### config.mk
export PLATFORM = sky130hd
export DESIGN_NAME = regmux_top
export DESIGN_NICKNAME = d
export VERILOG_FILES = /design/src/rtl/regmux_pkg.sv /design/src/rtl/regmux_decode.sv /design/src/rtl/regmux_globals.sv /design/src/rtl/regmux_stub_bank.sv /design/src/rtl/regmux_top.sv
export SDC_FILE = /design/constraint.sdc
export NUM_CORES = 1
export LEC_CHECK = 0
export BUFFER_PORTS_ARGS = -buffer_cell sky130_fd_sc_hd__clkbuf_2
export CAP_MARGIN = 5
export CORE_MARGIN = 4
export CORE_UTILIZATION = 45
export DETAILED_ROUTE_END_ITERATION = 8
export PLACE_DENSITY = 0.69
export SLEW_MARGIN = 20
export SYNTH_ARGS = -nofsm -noshare
export SYNTH_HDL_FRONTEND = slang
export SYNTH_SLANG_ARGS = --single-unit
### constraint.sdc
create_clock -name clk -period 9 [get_ports clk]
set_input_delay 0.9 -clock clk [delete_from_list [all_inputs] [get_ports clk]]
set_output_delay 0.9 -clock clk [all_outputs]
set_load 0.01 [all_outputs]
### src/rtl/regmux_pkg.sv
package regmux_pkg;

    localparam int ADDR_W = 17;
    localparam int SEG_W  = 2;
    localparam int CORE_W = 7;
    localparam int REG_W  = 8;
    localparam int DATA_W = 32;

    typedef enum logic [SEG_W-1:0] {
        SEG_HASH   = 2'd0,
        SEG_RNG    = 2'd1,
        SEG_CIPHER = 2'd2,
        SEG_VOID   = 2'd3
    } seg_e;

    typedef struct packed {
        seg_e              seg;
        logic [CORE_W-1:0] core;
        logic [REG_W-1:0]  idx;
    } waddr_t;

    typedef struct packed {
        logic              rd;
        logic              wr;
        waddr_t            a;
        logic [DATA_W-1:0] wdata;
    } access_t;

    localparam logic [REG_W-1:0] GREG_BOARD   = 8'd0;
    localparam logic [REG_W-1:0] GREG_VER     = 8'd1;
    localparam logic [REG_W-1:0] GREG_SCRATCH = 8'd2;

    function automatic waddr_t split_addr(input logic [ADDR_W-1:0] a);
        return waddr_t'(a);
    endfunction

endpackage

### src/rtl/regmux_decode.sv
module regmux_decode
    import regmux_pkg::*;
#(
    parameter int                    HASH_CORES   = 3,
    parameter logic [HASH_CORES-1:0] HASH_PRESENT = '1
) (
    input  access_t               acc,
    output logic                  glob_sel,
    output logic                  rng_sel,
    output logic                  cph_sel,
    output logic [HASH_CORES-1:0] hcs,
    output logic [HASH_CORES-1:0] hwe
);

    logic active;
    logic slot0;

    always_comb begin
        active   = acc.rd | acc.wr;
        slot0    = (acc.a.core == '0);
        glob_sel = active && slot0 && (acc.a.seg == SEG_HASH);
        rng_sel  = active && slot0 && (acc.a.seg == SEG_RNG);
        cph_sel  = active && slot0 && (acc.a.seg == SEG_CIPHER);
    end

    for (genvar k = 0; k < HASH_CORES; k++) begin : g_slot
        if (HASH_PRESENT[k]) begin : g_on
            assign hcs[k] = active && (acc.a.seg == SEG_HASH)
                            && (acc.a.core == CORE_W'(k + 1));
        end else begin : g_off
            assign hcs[k] = 1'b0;
        end
        assign hwe[k] = hcs[k] & acc.wr;
    end

endmodule

### src/rtl/regmux_globals.sv
module regmux_globals
    import regmux_pkg::*;
#(
    parameter logic [DATA_W-1:0] BOARD_ID  = 32'h0000_B0A7,
    parameter logic [DATA_W-1:0] BUILD_VER = 32'h0001_0203
) (
    input  logic              clk,
    input  logic              rst,
    input  logic              sel,
    input  logic              wr,
    input  logic [REG_W-1:0]  idx,
    input  logic [DATA_W-1:0] wdata,
    output logic [DATA_W-1:0] rdata
);

    logic [DATA_W-1:0] scratch;

    always_ff @(posedge clk) begin
        if (rst)
            scratch <= '0;
        else if (sel && wr && idx == GREG_SCRATCH)
            scratch <= wdata;
    end

    always_comb begin
        unique case (idx)
            GREG_BOARD:   rdata = BOARD_ID;
            GREG_VER:     rdata = BUILD_VER;
            GREG_SCRATCH: rdata = scratch;
            default:      rdata = '0;
        endcase
    end

endmodule

### src/rtl/regmux_stub_bank.sv
module regmux_stub_bank
    import regmux_pkg::*;
#(
    parameter int                N_REGS     = 2,
    parameter logic [DATA_W-1:0] RESET_BASE = '0
) (
    input  logic              clk,
    input  logic              rst,
    input  logic              sel,
    input  logic              wr,
    input  logic [REG_W-1:0]  idx,
    input  logic [DATA_W-1:0] wdata,
    output logic [DATA_W-1:0] rdata
);

    logic [DATA_W-1:0] regs [N_REGS];

    for (genvar i = 0; i < N_REGS; i++) begin : g_reg
        always_ff @(posedge clk) begin
            if (rst)
                regs[i] <= RESET_BASE + DATA_W'(i);
            else if (sel && wr && idx == REG_W'(i))
                regs[i] <= wdata;
        end
    end

    always_comb begin
        rdata = '0;
        for (int i = 0; i < N_REGS; i++)
            if (idx == REG_W'(i))
                rdata = regs[i];
    end

endmodule

### src/rtl/regmux_top.sv
module regmux_top
    import regmux_pkg::*;
#(
    parameter int                    HASH_CORES   = 3,
    parameter logic [HASH_CORES-1:0] HASH_PRESENT = 3'b101,
    parameter int                    DUMMY_REGS   = 2,
    parameter logic [31:0]           BOARD_ID     = 32'h0000_B0A7,
    parameter logic [31:0]           BUILD_VER    = 32'h0001_0203,
    parameter logic [31:0]           RNG_BASE     = 32'h5200_0000,
    parameter logic [31:0]           CIPHER_BASE  = 32'hC100_0000
) (
    input  logic                         clk,
    input  logic                         rst,
    input  logic [16:0]                  sys_addr,
    input  logic                         sys_wr,
    input  logic                         sys_rd,
    input  logic [31:0]                  sys_wr_data,
    output logic [31:0]                  sys_rd_data,
    output logic [HASH_CORES-1:0]        core_cs,
    output logic [HASH_CORES-1:0]        core_we,
    output logic [7:0]                   core_addr,
    output logic [31:0]                  core_wr_data,
    input  logic [32*HASH_CORES-1:0]     core_rd_data
);

    access_t           acc;
    logic              glob_sel, rng_sel, cph_sel;
    logic [DATA_W-1:0] glob_rd, rng_rd, cph_rd, rd_pick;

    always_comb begin
        acc.rd    = sys_rd;
        acc.wr    = sys_wr;
        acc.a     = split_addr(sys_addr);
        acc.wdata = sys_wr_data;
    end

    regmux_decode #(
        .HASH_CORES  (HASH_CORES),
        .HASH_PRESENT(HASH_PRESENT)
    ) u_dec (
        .acc     (acc),
        .glob_sel(glob_sel),
        .rng_sel (rng_sel),
        .cph_sel (cph_sel),
        .hcs     (core_cs),
        .hwe     (core_we)
    );

    regmux_globals #(
        .BOARD_ID (BOARD_ID),
        .BUILD_VER(BUILD_VER)
    ) u_glob (
        .clk(clk), .rst(rst), .sel(glob_sel), .wr(acc.wr),
        .idx(acc.a.idx), .wdata(acc.wdata), .rdata(glob_rd)
    );

    regmux_stub_bank #(
        .N_REGS(DUMMY_REGS), .RESET_BASE(RNG_BASE)
    ) u_rng (
        .clk(clk), .rst(rst), .sel(rng_sel), .wr(acc.wr),
        .idx(acc.a.idx), .wdata(acc.wdata), .rdata(rng_rd)
    );

    regmux_stub_bank #(
        .N_REGS(DUMMY_REGS), .RESET_BASE(CIPHER_BASE)
    ) u_cph (
        .clk(clk), .rst(rst), .sel(cph_sel), .wr(acc.wr),
        .idx(acc.a.idx), .wdata(acc.wdata), .rdata(cph_rd)
    );

    assign core_addr    = acc.a.idx;
    assign core_wr_data = acc.wdata;

    always_comb begin
        rd_pick = '0;
        if (glob_sel) rd_pick = glob_rd;
        if (rng_sel)  rd_pick = rng_rd;
        if (cph_sel)  rd_pick = cph_rd;
        for (int k = 0; k < HASH_CORES; k++)
            if (core_cs[k]) rd_pick = core_rd_data[k*DATA_W +: DATA_W];
    end

    always_ff @(posedge clk) begin
        if (rst)
            sys_rd_data <= '0;
        else
            sys_rd_data <= acc.rd ? rd_pick : '0;
    end

endmodule

* After elaboration in Yosys (flattened, before gate mapping)
Memory sizes are Yosys's and may differ from the RTL's.
Cells that the tools add are included.
** Cells by class
- Add/sub/neg operators :: 0
- $mul :: 0
- Divide/modulo/power cells :: 0
- Order comparisons :: 0
- Equality and inequality tests :: 6
- Shifts and indexed selects :: 0
- Mux-type cells :: 28
- Bitwise gates (word level) :: 8
- Reductions and logical operators :: 19
** Operator list (count)
- $mux W32 :: 13
- $pmux W32 S3 :: 1
- $logic_and A1 B1 Y1 :: 15
- $mux W1 :: 14
- $eq A8 B1 Y1 const B :: 1
- $eq A8 B2 Y1 const B :: 1
- $logic_not A8 Y1 :: 1
- $eq A7 B1 Y1 const B :: 1
- $eq A7 B2 Y1 const B :: 1
- $logic_not A7 Y1 :: 1
- $or A1 B1 Y1 :: 5
- $and A1 B1 Y1 :: 2
- $eq A2 B1 Y1 const B :: 1
- $eq A2 B2 Y1 const B :: 1
- $logic_not A2 Y1 :: 1
- $reduce_or A2 Y1 :: 1
- $not A1 Y1 :: 1
** Word-level totals
- Bits in registers :: 64
- Latch bits :: 0
- Memory bits (writable) :: 128
- Bits in read-only memories :: 0
- Input port bits :: 149
- Output and inout port bits :: 78
- Word-level logic and storage cells :: 65
- Memories kept :: 2
** Memory list
- u_cph.regs :: depth 2, bits a word 32, rd ports 2, clocked after memory_dff 0, write ports 2, line regmux_stub_bank.sv:16 : logic [DATA_W-1:0] regs [N_REGS];
- u_rng.regs :: depth 2, bits a word 32, rd ports 2, clocked after memory_dff 0, write ports 2, line regmux_stub_bank.sv:16

* Depth between registers and ports, before layout
Gate-level depths: netlist of the first run.
- Depth after elaboration :: 9
- Gate-level depth with buffers :: 7
- Depth with buffers taken out :: 5

* Modules after synthesis
A second synthesis of the first run with hierarchy kept.
** Second synthesis, totals
- Cell total of the unflattened synthesis :: 982
- Area, all modules :: 10408.7 µm²
** By module, submodules not included
- regmux_stub_bank :: instances 2, cells each 216, area an instance 2951.6 µm², seq. area each 1921.8 µm²
- regmux_top :: instances 1, cells each 339, area an instance 2597.5 µm², seq. area each 640.6 µm²
- regmux_globals :: instances 1, cells each 193, area an instance 1755.4 µm², seq. area each 640.6 µm²
- regmux_decode :: instances 1, cells each 18, area an instance 152.6 µm², seq. area each 0.0 µm²

* Least setup slack after synthesis of the first run
Ideal clock, no wire load.
- Path kind :: input to register
- Start point :: in sys_addr[3]
- End point :: mem u_cph.regs[1][0] (enable)
- Library setup time :: 0.428 ns
- Arrival time :: 3.407 ns
- Data required time :: 8.572 ns
- Path slack :: 5.165 ns
- Cell stages on the path :: 4
- Path buffers :: 0
- Cells stage by stage :: nor4_4 -> nand2_1 -> or3b_4 -> o21bai_1
** RTL lines
- start, declared :: line regmux_top.sv:14 : input logic [16:0] sys_addr,
- end, declared :: line regmux_stub_bank.sv:16

* Final worst setup path of the first run
- Start point :: in sys_addr[13]
- End point :: out core_cs[0]
** On the way
- Longest elaborated chain between the ends :: 2
** Ends and longest elaborated chain
- $eq A7 B1 Y1 :: line regmux_decode.sv:29 : && (acc.a.core == CORE_W'(k + 1));
- $logic_and A1 B1 Y1 :: line regmux_decode.sv:29
- end, declared :: line regmux_top.sv:19 : output logic [HASH_CORES-1:0] core_cs,
Every way passes these cells.

==> results.ini, run 1 <==
[status]
status=finished clean

[routing]
drt_first_pass_iters=5
vias=6923
routed_wl_um=25300
wire_per_inst_um=19.9
drc=0
ant_nets=0
drt_iter0_drc=656
viasPerCell=5.43

[logic_synthesis]
seq_area_frac_synth_pct=54.3
yosys.cell_types.count=48
synth-main-ff-cell=edfxtp_1
yosys_register_bits=192
async_reset_ff_share_pct=0
postSynthAreaPerCell_um2=10.9
synth_enable_flop_cells=128
yosys_warnings=0
synthesis.area_um2=9440
synth_cells=865

[sta]
slew_viol_final=0
rsz0062_at_grt=no
fin_skew_ps=6.63
timing.slew.headroom_pct=27.0
hold_viol=0
setup_viol=0
setup-tns-final_ps=0
period_minus_slack_ps=3660
max_freq_mhz=273
worstMarginPinSlew_ps=1090
fin_crit_sh_pct=40.7

[cells_and_area]
final_net_count=1140
drive_above_1_share_pct=27.3
final_util_pct=53.8
layout_common_cells=191 x clkbuf_2, 128 x and2_1, 128 x edfxtp_1
n_antenna_cell=0
area_growth_pct=16.5
layout_commonest_cell=clkbuf_2

[global_route]
grt.busiest_layer=met2
grt_pass1_vias=6642
antenna_found_initial=0
grt_pass1_wl_um=39000
use_met2_pct=33.8
grt-ovfl-total=0
grt_usage_pct=21.5
grtUsageMet3_pct=3.79
grt_max_degree=48
use_met1_pct=30.8

[cts]
hold_buffers=0
htreeDepth=4
postCtsSetupBuffers=0
numCtsBuffers=17
cts_tree=yes
cts_root_buf=clkbuf_16
clk_latency_ps=440
clk_path_buf_depth=2
clk_pin_slew_worst_paths_ps=70
clock_sinks=192
cts_resized=0

[placement]
place.gp.congestion=0.848
dp_hpwl_um=17100
io_buffers=192

[power]
vdd_drop_max_v=0.000134
pwr-share-clk_pct=41.4
switching_share_pct=23.2
power.density_nw_per_um2=175
p_leak_nw=4.25
pwr-share-seq_pct=50.6
internal_power_w=0.00148
p_switching_w=0.000447
power_frac_comb_pct=8.0

[critical_path]
worst-r2r-cell-count=4
worst_setup_path_end_kind=output pin
reg2reg_slack_ps=7640
worstPathArrival_ps=2760
critPathRequiredTime_ps=8100
cp-start-kind=primary input
timing.rr.start=u_rng.regs[1][31]$_SDFFCE_PN0P_
cp_max_fo=17
r2r_end=sys_rd_data[31]$_SDFF_PP0_
critPathKind=in2out

[worst_hold_path]
min_from=u_glob.scratch[13]$_SDFFE_PP0P_
holdPathEnd=u_glob.scratch[13]$_SDFFE_PP0P_
hold_class=reg2reg
min_path_cells=2

[floorplanning]
core_um2=20400
std_cell_rows=52
die_w_um=153
die-area_um2=23400
start_util_pct=46.2
ios=227
die_h_um=153

[job]
cap_violations=0

per-layer routing:
layer / vias to the layer above / share of wire (%) / routed length, µm
met2: 312 / 47 / 11900
li1: 3323 / - / -
met3: 28 / 7.7 / 1950
met1: 3260 / 44 / 11100
met4: 0 / 1.4 / 354
met5: - / 0 / 0
registers in the layout, summed over array words and instances (netlist names):
signal          cells
u_cph.regs         64
sys_rd_data        32
u_rng.regs         64
u_glob.scratch     32
power groups by stage:
| stage | clock [W] | sequential (W) | combinational [W] |
|---|---|---|---|
| 3_3_place_gp | 0 | 0.000992 | 0.000149 |
| 3_5_place_dp | 0 | 0.000994 | 0.000150 |
| 6_report | 0.000796 | 0.000973 | 0.000154 |
| 2_1_floorplan | 0 | 0.000992 | 0.0000911 |
| 5_1_grt | 0.000840 | 0.000975 | 0.000168 |
| 4_1_cts | 0.000798 | 0.000974 | 0.000151 |
per-stage QoR:
step | hold slack, ps | worst slack (ps) | instances | instance area, µm² | total power [W]
after CTS | 450 | 5350 | 1271 | 10900 | 0.00192
after floorplan | 427 | 5160 | 866 | 9440 | 0.00108
final | 449 | 5340 | 1274 | 11000 | 0.00192
after detailed placement | 440 | 4920 | 1239 | 10300 | 0.00114
after global routing | 472 | 5160 | 1274 | 11000 | 0.00198
after global placement | 433 | 4950 | 1239 | 10300 | 0.00114
worst max path at each step:
stage                             from                              end  cells past startpoint
after floorplan            sys_addr[3]   u_cph.regs[1][0]$_SDFFCE_PN1P_                      4
after global placement     sys_addr[3]  u_cph.regs[0][26]$_SDFFCE_PN0P_                      5
after detailed placement   sys_addr[3]  u_cph.regs[0][22]$_SDFFCE_PN0P_                      5
after CTS                 sys_addr[13]                       core_cs[0]                      6
after global routing      sys_addr[13]                       core_cs[0]                      6
final                     sys_addr[13]                       core_cs[0]                      6
worst max-delay path, cell delays in order:
cell	delay, ps
clkbuf_2	90
or3_1	420
nor2_1	280
nand3_1	620
nor2_1	290
clkbuf_2	170
cell usage after synthesis, types with 2 or more instances:
master,instances,share of area (%)
o21ai_1,3,0.16
nor2_1,34,1.4
buf_2,14,0.74
o21ai_0,19,1.0
dfxtp_1,64,14
nor3_1,7,0.37
and4_1,2,0.19
a2bb2oi_1,18,1.7
a21oi_1,64,3.4
nor3_2,3,0.32
o22ai_1,24,1.6
clkbuf_1,32,1.3
a221oi_1,8,0.74
o221ai_1,14,1.3
clkbuf_2,10,0.53
and3_1,2,0.13
buf_4,43,3.4
and2_1,128,8.5
o21a_1,18,1.4
a2111oi_1,4,0.42
nor3b_1,2,0.16
nand4_1,2,0.13
or2_4,2,0.19
or3_1,2,0.13
mux2_2,16,1.9
mux2i_1,56,5.9
a21boi_0,8,0.64
nor2b_1,4,0.27
a2111oi_0,2,0.19
inv_1,2,0.080
nor3_4,4,0.69
nand3_1,2,0.11
nand2_1,79,3.1
a22oi_1,6,0.48
nand2b_1,23,1.5
buf_6,2,0.24
o21bai_1,4,0.32
edfxtp_1,128,41
area by class of cell:
type	count	area, µm²
fillers	1768	9440
flip-flops and latches	192	5120
multi-input cells	570	3770
repair buffers	208	1140
clock buffers	17	425
well taps	270	338
clock inverters	15	196
inverters	2	7.51
cell families after synthesis:
family          synth area share, %
flops                          54.3
compound gates                 13.3
other cells                  0.0397
buf+inv                        6.32
mux                            7.85
simple gates                   18.2
(Power assumes the default switching activity.)
==> run 2: changes to the inputs <==
clock period = 3.6 ns   (was 9 ns; I/O delays follow)
==> run 2 against run 1 <==
- highest routed layer unchanged
- routed wire length grew 2.0%
- clock skew shrank 1.9 ps
- die area is the same
- cell area grew 0.17%
- global-route usage grew 0.65 points
==> results.ini, run 2 (synthesis gave the netlist of run 1 again) <==
[status]
status=finished clean

[floorplanning]
core_um2=20400  ; unchanged
std_cell_rows=52  ; unchanged
die_w_um=153  ; unchanged
ios=227  ; unchanged
die-area_um2=23400  ; unchanged
die_h_um=153  ; unchanged
start_util_pct=46.2  ; unchanged

[power]
pwr-share-clk_pct=39.7  ; -1.7 points
power.density_nw_per_um2=425  ; +140%
vdd_drop_max_v=0.000211  ; +58%
internal_power_w=0.00362  ; +150%
p_switching_w=0.00106  ; +140%
switching_share_pct=22.7  ; -0.54 points
p_leak_nw=4.27  ; +0.35%
power_frac_comb_pct=8.3  ; +0.3 points
pwr-share-seq_pct=52.0  ; +1.4 points

[routing]
drt_iter0_drc=646  ; -1.5%
drc=0  ; unchanged
vias=7072  ; +2.2%
wire_per_inst_um=20.2  ; +1.5%
viasPerCell=5.52  ; +1.6%
routed_wl_um=25800  ; +2.0%
drt_first_pass_iters=5  ; unchanged
ant_nets=0  ; unchanged

[cts]
hold_buffers=0  ; unchanged
postCtsSetupBuffers=0  ; unchanged
clk_path_buf_depth=2  ; unchanged
numCtsBuffers=17  ; unchanged
clk_pin_slew_worst_paths_ps=70  ; about the same
cts_tree=yes
cts_resized=0  ; unchanged
clock_sinks=192  ; unchanged
htreeDepth=4  ; unchanged
cts_root_buf=clkbuf_16
clk_latency_ps=430  ; about the same

[sta]
setup-tns-final_ps=0  ; unchanged
hold_viol=0  ; unchanged
worstMarginPinSlew_ps=926  ; -166 ps
hold_slack_ps=207  ; -242 ps
period_minus_slack_ps=2620
fin_skew_ps=4.68  ; -1.94 ps
fin_crit_sh_pct=72.7
slew_viol_final=0  ; unchanged
layout_setup_ws_ps=982  ; -4350 ps
max_freq_mhz=382
setup_viol=0  ; unchanged
rsz0062_at_grt=no
timing.slew.headroom_pct=38.2  ; +11 points

[global_route]
grt-ovfl-total=0  ; unchanged
grt_max_degree=31  ; -35%
grt_pass1_vias=6715  ; +1.1%
grt_usage_pct=22.1  ; +0.65 points
grt_pass1_wl_um=39700  ; +1.8%
antenna_found_initial=0  ; unchanged

[placement]
io_buffers=192  ; unchanged
place.gp.congestion=0.857  ; +1.1%
dp_hpwl_um=17700  ; +3.3%
placed_area_um2=10400  ; +1.3%
placedCellCount=1249  ; +0.81%
place_ws_ps=892  ; -4030 ps

[critical_path]
worst_setup_path_end_kind=output pin
path_cells=clkbuf_2 > or3_1 > nor2_1 > nand3_1 > nor2_1 > clkbuf_2
timing.rr.start=u_rng.regs[1][31]$_SDFFCE_PN0P_
critPathBufInv=2  ; unchanged
startpoint=sys_addr[13]
critPathRequiredTime_ps=3240  ; -4860 ps
critPathKind=in2out
cp_top_family=simple AND/OR/NAND/NOR gates
slowest_delay_ps=650  ; +30 ps
worstPathArrival_ps=2260  ; -500 ps
cp-start-kind=primary input
cp_max_fo=17  ; unchanged
worst_path_max_delay_cell=nand3_1

[cells_and_area]
layout_common_cells=191 x clkbuf_2, 128 x and2_1, 128 x edfxtp_1
drive_above_1_share_pct=27.7  ; +0.40 points
largest_registers=u_cph.regs: 64 flops, u_rng.regs: 64 flops
design_area_um2=11000  ; +0.17%
area_growth_pct=16.7
final_net_count=1147  ; +0.61%
layout_commonest_cell=clkbuf_2
instances_no_fill=1281  ; +0.55%
fillerInstances=1751  ; -0.96%
n_antenna_cell=0  ; unchanged

[worst_hold_path]
hold_class=in2reg
min_from=core_rd_data[28]

[job]
cap_violations=0  ; unchanged

-- run 2: worst register-to-register path, stage by stage (launching register included) --
cell and delay, ps:
edfxtp_1 370, mux2i_1 150, o21a_1 140, a2bb2oi_1 400, o22ai_1 180
-- run 2: stage by stage --
step                total power [W]  utilization [%]
floorplan                   0.00271                -
global placement            0.00286             51.1
detailed placement          0.00287             51.1
CTS                         0.00470             53.9
global route                0.00483             53.9
finish                      0.00468             53.9
-- run 2: cell type report --
type	count	area (µm²)	share of cell area [%]
Tap cell	270	338	3.07
Multi-Input combinational cell	570	3770	34.2
Sequential cell	192	5120	46.5
Clock inverter	13	135	1.23
Timing Repair Buffer	215	1200	10.9
Inverter	2	7.51	0.0682
Clock buffer	19	443	4.02
-- run 2: layer usage --
| layer | global-route usage [%] | routed length, µm | vias up |
|---|---|---|---|
| met3 | 4.92 | 2060 | 38 |
| met5 | 0 | 0 | - |
| met1 | 31.0 | 11400 | 3376 |
| met4 | 7.51 | 488 | 0 |
| li1 | - | - | 3332 |
| met2 | 34.2 | 11900 | 326 |
-- run 2: worst paths after layout --
| path | endpoint | slack (ps) | cells after the start |
|---|---|---|---|
| max | core_cs[0] | 980 | 6 |
| min | sys_rd_data[28]$_SDFF_PP0_ | 210 | 3 |
| max reg2reg | sys_rd_data[31]$_SDFF_PP0_ | 2230 | 4 |
| min reg2reg | u_glob.scratch[5]$_SDFFE_PP0P_ | 440 | 2 |
-- run 2: power by group through the flow --
stage          clock (W)  sequential [W]  combinational [W]
2_1_floorplan          0         0.00248           0.000228
3_3_place_gp           0         0.00248           0.000385
3_5_place_dp           0         0.00248           0.000387
4_1_cts          0.00188         0.00243           0.000390
5_1_grt          0.00197         0.00244           0.000424
6_report         0.00186         0.00243           0.000389
==> run 3: changes to the inputs <==
ABC_AREA = 1   (was default)
PLACE_DENSITY = 0.72   (was 0.69)
clock period = 2.4 ns   (was 3.6 ns; I/O delays follow)
==> run 3 against run 2 <==
- area after synthesis fell by 0.65%
- utilization rose by 0.34 points
- cell count rose by 24%
- total power rose by 45%
- routed wire length fell by 0.30%
- critical path type unchanged
- critical endpoint is now core_cs[2]
==> results.ini, run 3 <==
[status]
status=finished clean

[cells_and_area]
largest_registers=u_cph.regs: 64 flops, u_rng.regs: 64 flops
layout_commonest_cell=nand2_1
drive_above_1_share_pct=22.0  ; -5.7 points
area_growth_pct=17.8
layout_common_cells=314 x nand2_1, 221 x nor2_1, 192 x clkbuf_2
final_net_count=1451  ; +27%

[cts]
hold_buffers=0  ; unchanged
cts_root_buf=clkbuf_16
htreeDepth=4  ; unchanged
clk_pin_slew_worst_paths_ps=70  ; about the same
numCtsBuffers=17  ; unchanged
cts_resized=0  ; unchanged
clock_sinks=192  ; unchanged
clk_latency_ps=440  ; about the same
cts_tree=yes
clk_path_buf_depth=2  ; unchanged
postCtsSetupBuffers=0  ; unchanged

[critical_path]
critPathKind=in2out
critPathRequiredTime_ps=2160  ; -1080 ps
cp_max_fo=32  ; +15
worst_setup_path_end_kind=output pin
cp-start-kind=primary input
worstPathArrival_ps=1470  ; -790 ps

[power]
pwr-share-seq_pct=53.8  ; +1.8 points
switching_share_pct=23.2  ; +0.48 points
p_switching_w=0.00157  ; +48%
internal_power_w=0.00521  ; +44%
pwr-share-clk_pct=40.2  ; +0.5 points
p_leak_nw=5.07  ; +19%
power_frac_comb_pct=6.0  ; -2.3 points
power.density_nw_per_um2=614  ; +45%
vdd_drop_max_v=0.000493  ; +130%

[sta]
fin_skew_ps=7.33  ; +2.65 ps
setup_viol=0  ; unchanged
rsz0062_at_grt=no
max_freq_mhz=586
setup-tns-final_ps=0  ; unchanged
period_minus_slack_ps=1710
hold_viol=0  ; unchanged
fin_crit_sh_pct=71.1
hold_slack_ps=76.3  ; -130 ps
timing.slew.headroom_pct=66.1  ; +28 points
slew_viol_final=0  ; unchanged
worstMarginPinSlew_ps=508  ; -418 ps

[logic_synthesis]
synth-main-ff-cell=edfxtp_1
postSynthAreaPerCell_um2=8.08  ; -26%
synth_cells=1160  ; +34%
synthTopCellsByCount=314 x nand2_1, 226 x nor2_1, 128 x edfxtp_1
yosys_warnings=0  ; unchanged
synth_area_leaders=edfxtp_1 41%, dfxtp_1 14%, nand2_1 13%
synth_top_area_share_pct=41.0  ; +0.27 points
synth_most_common_cell=nand2_1
synthesis.area_um2=9380  ; -0.65%
yosys.cell_types.count=25  ; -48%
yosysTopAreaCell=edfxtp_1
yosys_register_bits=192  ; unchanged
async_reset_ff_share_pct=0  ; unchanged
seq_area_frac_synth_pct=54.6  ; +0.35 points
synth_enable_flop_cells=128  ; unchanged

[placement]
io_buffers=192  ; unchanged
dp_hpwl_um=16500  ; -6.6%
place.gp.congestion=0.797  ; -7.1%

[routing]
viasPerCell=5.16  ; -6.5%
wire_per_inst_um=16.2  ; -19%
drt_first_pass_iters=5  ; unchanged
drt_iter0_drc=782  ; +21%
ant_nets=0  ; unchanged
routed_wl_um=25700  ; -0.30%
drc=0  ; unchanged
vias=8185  ; +16%

[global_route]
grt_pass1_wl_um=40900  ; +2.8%
grt_usage_pct=22.1  ; about the same
grt_pass1_vias=7607  ; +13%
grt-ovfl-total=0  ; unchanged
grt_max_degree=66  ; +110%
antenna_found_initial=1  ; +1

[floorplanning]
die_h_um=152  ; -0.31%
ios=227  ; unchanged
core_um2=20400  ; -0.32%
start_util_pct=46.0  ; -0.15 points
std_cell_rows=52  ; unchanged
die_w_um=152  ; -0.31%
die-area_um2=23200  ; -0.61%

[worst_hold_path]
hold_class=in2reg

[job]
cap_violations=0  ; unchanged

run 3: final timing paths:
check	slack [ps]	to	startpoint	cells past startpoint
max	690	core_cs[2]	sys_addr[13]	8
min	80	sys_rd_data[28]$_SDFF_PP0_	core_rd_data[92]	3
min reg2reg	540	u_glob.scratch[7]$_SDFFE_PP0P_	u_glob.scratch[7]$_SDFFE_PP0P_	2
max reg2reg	1330	sys_rd_data[8]$_SDFF_PP0_	u_cph.regs[0][8]$_SDFFCE_PN0P_	8
run 3: area by class of cell:
type | instances | area (µm²)
clock buffers | 17 | 425
fillers | 1858 | 9320
repair buffers | 231 | 1370
multi-input cells | 776 | 3340
well taps | 270 | 338
inverters | 84 | 315
clock inverters | 15 | 134
diodes | 1 | 2.50
flip-flops and latches | 192 | 5120
run 3: cell families after synthesis:
kind of cell,count (synthesis),share of synthesized area [%]
flip-flops,192,54.6
AND/OR/NAND/NOR,616,26.6
AO/OA/AOI/OAI,158,8.43
buffers and inverters,193,10.2
other,1,0.0400
run 3: metrics by stage:
stage	instance area, µm²	power, W	std cells	util, %	setup slack (ps)
after floorplan	9380	0.00393	1161	-	478
after global placement	10500	0.00412	1553	51.5	295
after detailed placement	10500	0.00413	1553	51.5	265
after CTS	11000	0.00681	1585	54.2	683
after global routing	11000	0.00701	1586	54.3	521
final	11000	0.00679	1586	54.3	693
run 3: critical path, stage by stage:
cell and delay [ps]:
clkbuf_2 80, nor2_1 120, nand3_2 210, inv_1 130, nand4_1 160, inv_1 150, buf_12 200, clkbuf_2 160
run 3: power groups by stage:
stage / logic (W) / clock network, W / registers (W)
final: 0.000406 / 0.00273 / 0.00365
after global routing: 0.000448 / 0.00290 / 0.00366
after CTS: 0.000409 / 0.00276 / 0.00365
after detailed placement: 0.000407 / 0 / 0.00372
after global placement: 0.000401 / 0 / 0.00372
after floorplan: 0.000217 / 0 / 0.00372
run 3: per-layer routing:
| metal | vias up | part of all wire (%) | GRT usage [%] |
|---|---|---|---|
| met3 | 31 | 10 | 5.60 |
| met2 | 413 | 46 | 35.7 |
| met5 | - | 0 | 0 |
| li1 | 3976 | - | - |
| met4 | 0 | 1.2 | 5.99 |
| met1 | 3765 | 42 | 29.9 |
